$ cat src/rtl/copro_cmp_flags_pkg.sv
package copro_cmp_flags_pkg;

    // Width of one register half; a full register is two halves.
    localparam int HALF_W = 32;
    localparam int REG_W  = 2 * HALF_W;
    localparam int OP_W   = 3;
    localparam int STAT_W = 32;

    // Flag bit positions in the status word; the host decodes these.
    localparam int POS_N = STAT_W - 1;
    localparam int POS_Z = STAT_W - 2;
    localparam int POS_C = STAT_W - 3;
    localparam int POS_V = STAT_W - 4;

    // Minor opcodes that select a compare.
    localparam logic [OP_W-1:0] OP_CMP_NARROW = OP_W'(4);
    localparam logic [OP_W-1:0] OP_CMP_WIDE   = OP_W'(5);

    typedef enum logic [1:0] {
        CM_INT_NARROW = 2'd0,
        CM_INT_WIDE   = 2'd1,
        CM_FLT_SINGLE = 2'd2,
        CM_NONE       = 2'd3
    } cmp_mode_e;

    typedef struct packed {
        logic n;
        logic z;
        logic c;
        logic v;
    } cmp_flags_t;

    localparam cmp_flags_t FLAGS_CLEAR = '{n: 1'b0, z: 1'b0, c: 1'b0, v: 1'b0};

    function automatic cmp_mode_e decode_mode(input logic [OP_W-1:0] op,
                                              input logic int_sel);
        cmp_mode_e m;
        if (op == OP_CMP_NARROW)
            m = int_sel ? CM_INT_NARROW : CM_FLT_SINGLE;
        else if (op == OP_CMP_WIDE)
            m = CM_INT_WIDE;
        else
            m = CM_NONE;
        return m;
    endfunction

    function automatic logic [STAT_W-1:0] pack_flags(input cmp_flags_t f);
        logic [STAT_W-1:0] w;
        w        = '0;
        w[POS_N] = f.n;
        w[POS_Z] = f.z;
        w[POS_C] = f.c;
        w[POS_V] = f.v;
        return w;
    endfunction

endpackage

$ cat src/rtl/copro_int_sub_cmp.sv
// Subtract-based signed integer compare of configurable width.
module copro_int_sub_cmp
    import copro_cmp_flags_pkg::*;
#(
    parameter int W = 32
) (
    input  logic [W-1:0] op_a,
    input  logic [W-1:0] op_b,
    output cmp_flags_t   flags
);
    localparam int MSB = W - 1;

    logic [W-1:0] diff;
    logic         sa, sb, sr;

    always_comb begin
        diff = op_a - op_b;
        sa   = op_a[MSB];
        sb   = op_b[MSB];
        sr   = diff[MSB];

        flags.n = sr;
        flags.z = (diff == '0);
        // No borrow: built from the three operand sign bits.
        flags.c = (sa & ~sb) | (sa & ~sr) | (~sb & ~sr);
        // Signed overflow: operand signs differ and result sign follows B.
        flags.v = (sa & ~sb & ~sr) | (~sa & sb & sr);
    end

endmodule

$ cat src/rtl/copro_flt_cmp.sv
// Ordered compare of two finite sign-magnitude floating-point words.
module copro_flt_cmp
    import copro_cmp_flags_pkg::*;
#(
    parameter int W = 32
) (
    input  logic [W-1:0] op_a,
    input  logic [W-1:0] op_b,
    output cmp_flags_t   flags
);
    localparam int MAG_W = W - 1;

    logic             sa, sb;
    logic [MAG_W-1:0] ma, mb;
    logic             both_zero, mag_lt, mag_gt, eq, lt;

    always_comb begin
        sa = op_a[W-1];
        sb = op_b[W-1];
        ma = op_a[MAG_W-1:0];
        mb = op_b[MAG_W-1:0];

        both_zero = (ma == '0) && (mb == '0);
        mag_lt    = (ma < mb);
        mag_gt    = (ma > mb);

        eq = both_zero || (op_a == op_b);

        if (eq)
            lt = 1'b0;
        else if (sa != sb)
            lt = sa;            // negative side is the smaller one
        else if (sa)
            lt = mag_gt;        // both negative: larger magnitude is smaller
        else
            lt = mag_lt;        // both positive

        flags.n = lt;
        flags.z = eq;
        flags.c = ~eq & ~lt;
        flags.v = 1'b0;
    end

endmodule

$ cat src/rtl/copro_stat_reg.sv
// Output stage: holds the status word and the illegal flag for one cycle.
module copro_stat_reg
    import copro_cmp_flags_pkg::*;
#(
    parameter int SW = STAT_W
) (
    input  logic          clk,
    input  logic          rst,
    input  logic [SW-1:0] d_status,
    input  logic          d_illegal,
    output logic [SW-1:0] q_status,
    output logic          q_illegal
);

    always_ff @(posedge clk) begin
        if (rst) begin
            q_status  <= '0;
            q_illegal <= 1'b0;
        end else begin
            q_status  <= d_status;
            q_illegal <= d_illegal;
        end
    end

endmodule

$ cat src/rtl/copro_cmp_flags.sv
module copro_cmp_flags
    import copro_cmp_flags_pkg::*;
(
    input  logic              clk,
    input  logic              rst,
    input  logic [OP_W-1:0]   op_minor,
    input  logic              int_bank,
    input  logic [REG_W-1:0]  src_a,
    input  logic [REG_W-1:0]  src_b,
    output logic [STAT_W-1:0] status,
    output logic              illegal_op
);
    localparam int N_INT = 2;   // narrow and wide integer compares

    cmp_mode_e  mode;
    cmp_flags_t int_flags [N_INT];
    cmp_flags_t flt_flags;
    cmp_flags_t sel_flags;
    logic [STAT_W-1:0] next_status;
    logic              next_illegal;

    // One subtract compare per integer width: index 0 narrow, 1 wide.
    for (genvar g = 0; g < N_INT; g++) begin : g_int
        localparam int GW = (g == 0) ? HALF_W : REG_W;
        copro_int_sub_cmp #(.W(GW)) u_int (
            .op_a  (src_a[GW-1:0]),
            .op_b  (src_b[GW-1:0]),
            .flags (int_flags[g])
        );
    end

    copro_flt_cmp #(.W(HALF_W)) u_flt (
        .op_a  (src_a[REG_W-1:HALF_W]),
        .op_b  (src_b[REG_W-1:HALF_W]),
        .flags (flt_flags)
    );

    always_comb begin
        mode = decode_mode(op_minor, int_bank);
        unique case (mode)
            CM_INT_NARROW: sel_flags = int_flags[0];
            CM_INT_WIDE:   sel_flags = int_flags[1];
            CM_FLT_SINGLE: sel_flags = flt_flags;
            default:       sel_flags = FLAGS_CLEAR;
        endcase
        next_illegal = (mode == CM_NONE);
        next_status  = pack_flags(sel_flags);
    end

    copro_stat_reg #(.SW(STAT_W)) u_out (
        .clk       (clk),
        .rst       (rst),
        .d_status  (next_status),
        .d_illegal (next_illegal),
        .q_status  (status),
        .q_illegal (illegal_op)
    );

endmodule

$ cat config.mk
export PLATFORM = sky130hd
export DESIGN_NAME = copro_cmp_flags
export DESIGN_NICKNAME = d
export VERILOG_FILES = /design/src/rtl/copro_cmp_flags_pkg.sv /design/src/rtl/copro_int_sub_cmp.sv /design/src/rtl/copro_flt_cmp.sv /design/src/rtl/copro_stat_reg.sv /design/src/rtl/copro_cmp_flags.sv
export SDC_FILE = /design/constraint.sdc
export NUM_CORES = 1
export LEC_CHECK = 0
export ABC_AREA = 1
export ABC_CLOCK_PERIOD_IN_PS = 3300
export BUFFER_PORTS_ARGS = -buffer_cell sky130_fd_sc_hd__buf_2
export CAP_MARGIN = 15
export CORE_AREA = 2 2 116 118
export CTS_BUF_LIST = sky130_fd_sc_hd__clkbuf_8 sky130_fd_sc_hd__clkbuf_16
export CTS_CLUSTER_DIAMETER = 80
export DETAILED_ROUTE_END_ITERATION = 6
export DIE_AREA = 0 0 118 120
export PLACE_DENSITY_LB_ADDON = 0.25
export SYNTH_ARGS = -nofsm -noshare
export SYNTH_HDL_FRONTEND = slang
export SYNTH_SLANG_ARGS = --single-unit
$ cat constraint.sdc
create_clock -name clk -period 3.3 [get_ports clk]
set_input_delay 0 -clock clk [delete_from_list [all_inputs] [get_ports clk]]
set_output_delay 0 -clock clk [all_outputs]
set_load 0.01 [all_outputs]
==> flow_metrics.tcl <==
set metrics [dict create \
    internal-power_uw 668.0 \
    io_pins 167 \
    num_rows 42 \
    cp.arrival_ns 3.04 \
    drive_gt1_frac 0.1216 \
    gp_congestion 1.074 \
    totalWireLength_um 25140 \
    cts_buffers 3 \
    drc 0 \
    grt_max_degree 7 \
    rsz0062_at_grt "no" \
    port_buffers 138 \
    seqPwrFrac 0.040 \
    syn_area_per_cell_sq_um 4.719 \
    path_clk_slew_ns 0.03 \
    cap_violations 0 \
    min_path_type "input port to flip-flop" \
    combPwrFrac 0.835 \
    syn2layout_area_growth_pct 13.68 \
    worst_pin_slew_ns 1.146 \
    first_pass_iters 5 \
    floorplan.die_area_sq_um 14160 \
    htree_levels 1 \
    slew_viol_final 0 \
    hold_viol_final 0 \
    grt_antenna_before_repair 0 \
    cts_tree "built" \
    hold_path_end "u_out.q_illegal$_SDFF_PP0_" \
    slowest_delay_ns 0.57 \
    grtUsageTotal 0.3498 \
    final.fill_count 1457 \
    min_period_ns 2.877 \
    clock-root-buffer "clkbuf_16" \
    layout_commonest_cell "nand2_1" \
    grt_pass1_wl_um 39540 \
    hold_ws_ns 0.008041 \
    final_cell_mix "610 x nand2_1, 402 x inv_1, 138 x buf_2" \
    die_h_um 120 \
    worstSetupStartpointType "input port" \
    worstPathRequired_ns 3.46 \
    leakage_nw 5.551 \
    diodes 0 \
    antenna_left 0 \
    cp_cell_sequence "buf_2, inv_1, ha_1, nand3_1, nand2_1, nand2_1, nand2_1, nand2_1, nand2_2, a21oi_1, fa_1, nand4_1, a21oi_1, nor3b_1, nand4_1, nor2_1, nand2_1, nor2_1, nand3_1, nor2_1, nand2_1, a21oi_2" \
    swShare 0.5748 \
    p_switching_uw 902.9 \
    cts.sinks 5 \
    dp_hpwl_um 22960 \
    drt_iter0_markers 707 \
    endpoint_kind "flip-flop" \
    ys_types 37 \
    core_sq_um 12980 \
    setup.worst_path.start "src_b[2]" \
    ctsResizeCount 0 \
    setup_tns_ns 0 \
    synth-seq-area-share 0.01407 \
    die_x_um 118 \
    status "finished, final reports clean" \
    setup_violations 0 \
    grt-ovfl-total 0 \
    timing.slew.headroom 0.2263 \
    yosys_warnings 0 \
    min_path_cells 2 \
    vias 9024 \
    pwr-share-clk 0.125 \
    synthesis.instances 1508 \
    fin_nets 1865 \
    register_area_sq_um 100.1 \
    clock_path_buffers 2 \
    max_freq_ghz 0.3476 \
    crit_fanout 5 \
    grt_pass1_vias 8199 \
    fin_crit_sh 0.8719 \
    path_common_cell "nand2_1" \
    path_class "input port to flip-flop" \
    cp_slowest_cell "fa_1" \
    start_util 0.5482 \
    min_from "op_minor[2]" \
    vdd_drop_max_v 0.0001078 \
    via_per_inst 4.912 \
    avgRoutedWirePerCell_um 13.68 \
    yosys_register_bits 5 \
    power.density_nw_per_um2 194.2 \
    multi_input_area_sq_um 5379 \
    syn_area_sq_um 7116 \
]
-- logic make-up (layout without fill, tap and decap cells) --
family,Yosys count,count (layout),synth area share
flops,5,5,0.01407
compound gates,74,74,0.05996
other cells,1,28,0.0005270
simple gates,898,898,0.5258
fa+ha+maj,69,69,0.1234
xor+xnor,26,26,0.03200
buf+inv,435,561,0.2442
-- state kept, by name, summed over array words and instances, names as in the netlist --
register,count
u_out.q_illegal,1
u_out.q_status,4
-- layout make-up --
class                           instances  area share
Timing Repair Buffer                  150     0.09683
Clock buffer                            3    0.009281
Clock inverter                          1   0.0004640
Sequential cell                         5     0.01237
Inverter                              407      0.1889
Tap cell                              176     0.02722
Multi-Input combinational cell       1095      0.6650
-- power by group through the flow --
stage	Sequential (mW)	Combinational (mW)	Clock, mW
2_1_floorplan	0.0645	0.885	0
3_3_place_gp	0.0635	1.27	0
3_5_place_dp	0.0635	1.28	0
4_1_cts	0.0627	1.29	0.197
5_1_grt	0.0628	1.46	0.202
6_report	0.0627	1.31	0.196
-- per-stage QoR --
step,instance area [sq um],setup WS (ns),utilization,power (mW),cells
detailed placement,8000,0.1901,0.6163,1.346,1832
global route,8089,0.1093,0.6232,1.725,1837
floorplan,7217,0.7739,-,0.9498,1535
CTS,8089,0.4258,0.6232,1.550,1837
global placement,8000,0.2886,0.6163,1.334,1832
finish,8089,0.4228,0.6232,1.571,1837
-- layer usage --
| layer | track usage | wire [um] |
|---|---|---|
| met2 | 0.6170 | 11490 |
| met4 | 0.1551 | 1200 |
| met5 | 0 | 0 |
| met1 | 0.4229 | 10310 |
| met3 | 0.04753 | 2141 |
-- critical path, delay by kind of cell --
family	cells	cell delay, ns
simple gates	15	1.67
fa+ha+maj	2	0.91
compound gates	3	0.33
buf+inv	2	0.10
-- synthesized netlist by cell type --
| cell type | n | area (sq um) |
|---|---|---|
| nand2_1 | 610 | 2290 |
| o21bai_1 | 7 | 52.55 |
| nor3_1 | 12 | 60.06 |
| xnor2_1 | 13 | 113.9 |
| nor4_1 | 15 | 93.84 |
| a21oi_1 | 47 | 235.2 |
| nand4_1 | 24 | 150.1 |
| a21o_1 | 1 | 7.510 |
| nand2_2 | 9 | 56.30 |
| a211oi_1 | 1 | 7.510 |
| and2_1 | 1 | 6.260 |
| o41ai_1 | 1 | 8.760 |
| nand3_2 | 6 | 60.06 |
| o21a_1 | 1 | 7.510 |
| o211ai_1 | 2 | 15.01 |
| nor2_2 | 19 | 118.9 |
| ha_1 | 67 | 838.3 |
| or2_2 | 3 | 18.77 |
| xor2_1 | 13 | 113.9 |
| o21ai_0 | 7 | 35.03 |
| clkinv_1 | 1 | 3.750 |
| a21boi_0 | 1 | 7.510 |
| nor2_1 | 125 | 469.2 |
| nor3b_1 | 2 | 15.01 |
| a221oi_1 | 1 | 8.760 |
| inv_2 | 5 | 18.77 |
| nor3_2 | 5 | 50.05 |
| o21bai_2 | 1 | 11.26 |
| buf_4 | 28 | 210.2 |
| nand3b_1 | 7 | 52.55 |
| fa_1 | 2 | 40.04 |
| inv_1 | 401 | 1505 |
| conb_1 | 1 | 3.750 |
| dfxtp_1 | 5 | 100.1 |
| a31oi_1 | 2 | 12.51 |
| a21oi_2 | 2 | 17.52 |
| nand3_1 | 60 | 300.3 |
-- how the worst max path moves through the flow --
stage          cells past startpoint  slack, ns                       endpoint
2_1_floorplan                     24       0.77  u_out.q_status[30]$_SDFF_PP0_
3_3_place_gp                      25       0.29  u_out.q_status[30]$_SDFF_PP0_
3_5_place_dp                      22       0.19  u_out.q_status[30]$_SDFF_PP0_
4_1_cts                           22       0.43  u_out.q_status[30]$_SDFF_PP0_
5_1_grt                           24       0.11  u_out.q_status[30]$_SDFF_PP0_
6_report                          22       0.42  u_out.q_status[30]$_SDFF_PP0_
-- repair_timing --
| action | in CTS | in global routing |
|---|---|---|
| buffers inserted | 0 | 0 |
| hold endpoints to repair | 2 | 0 |
| hold buffers | 1 | 0 |
Power figures use the tool's default switching activity.
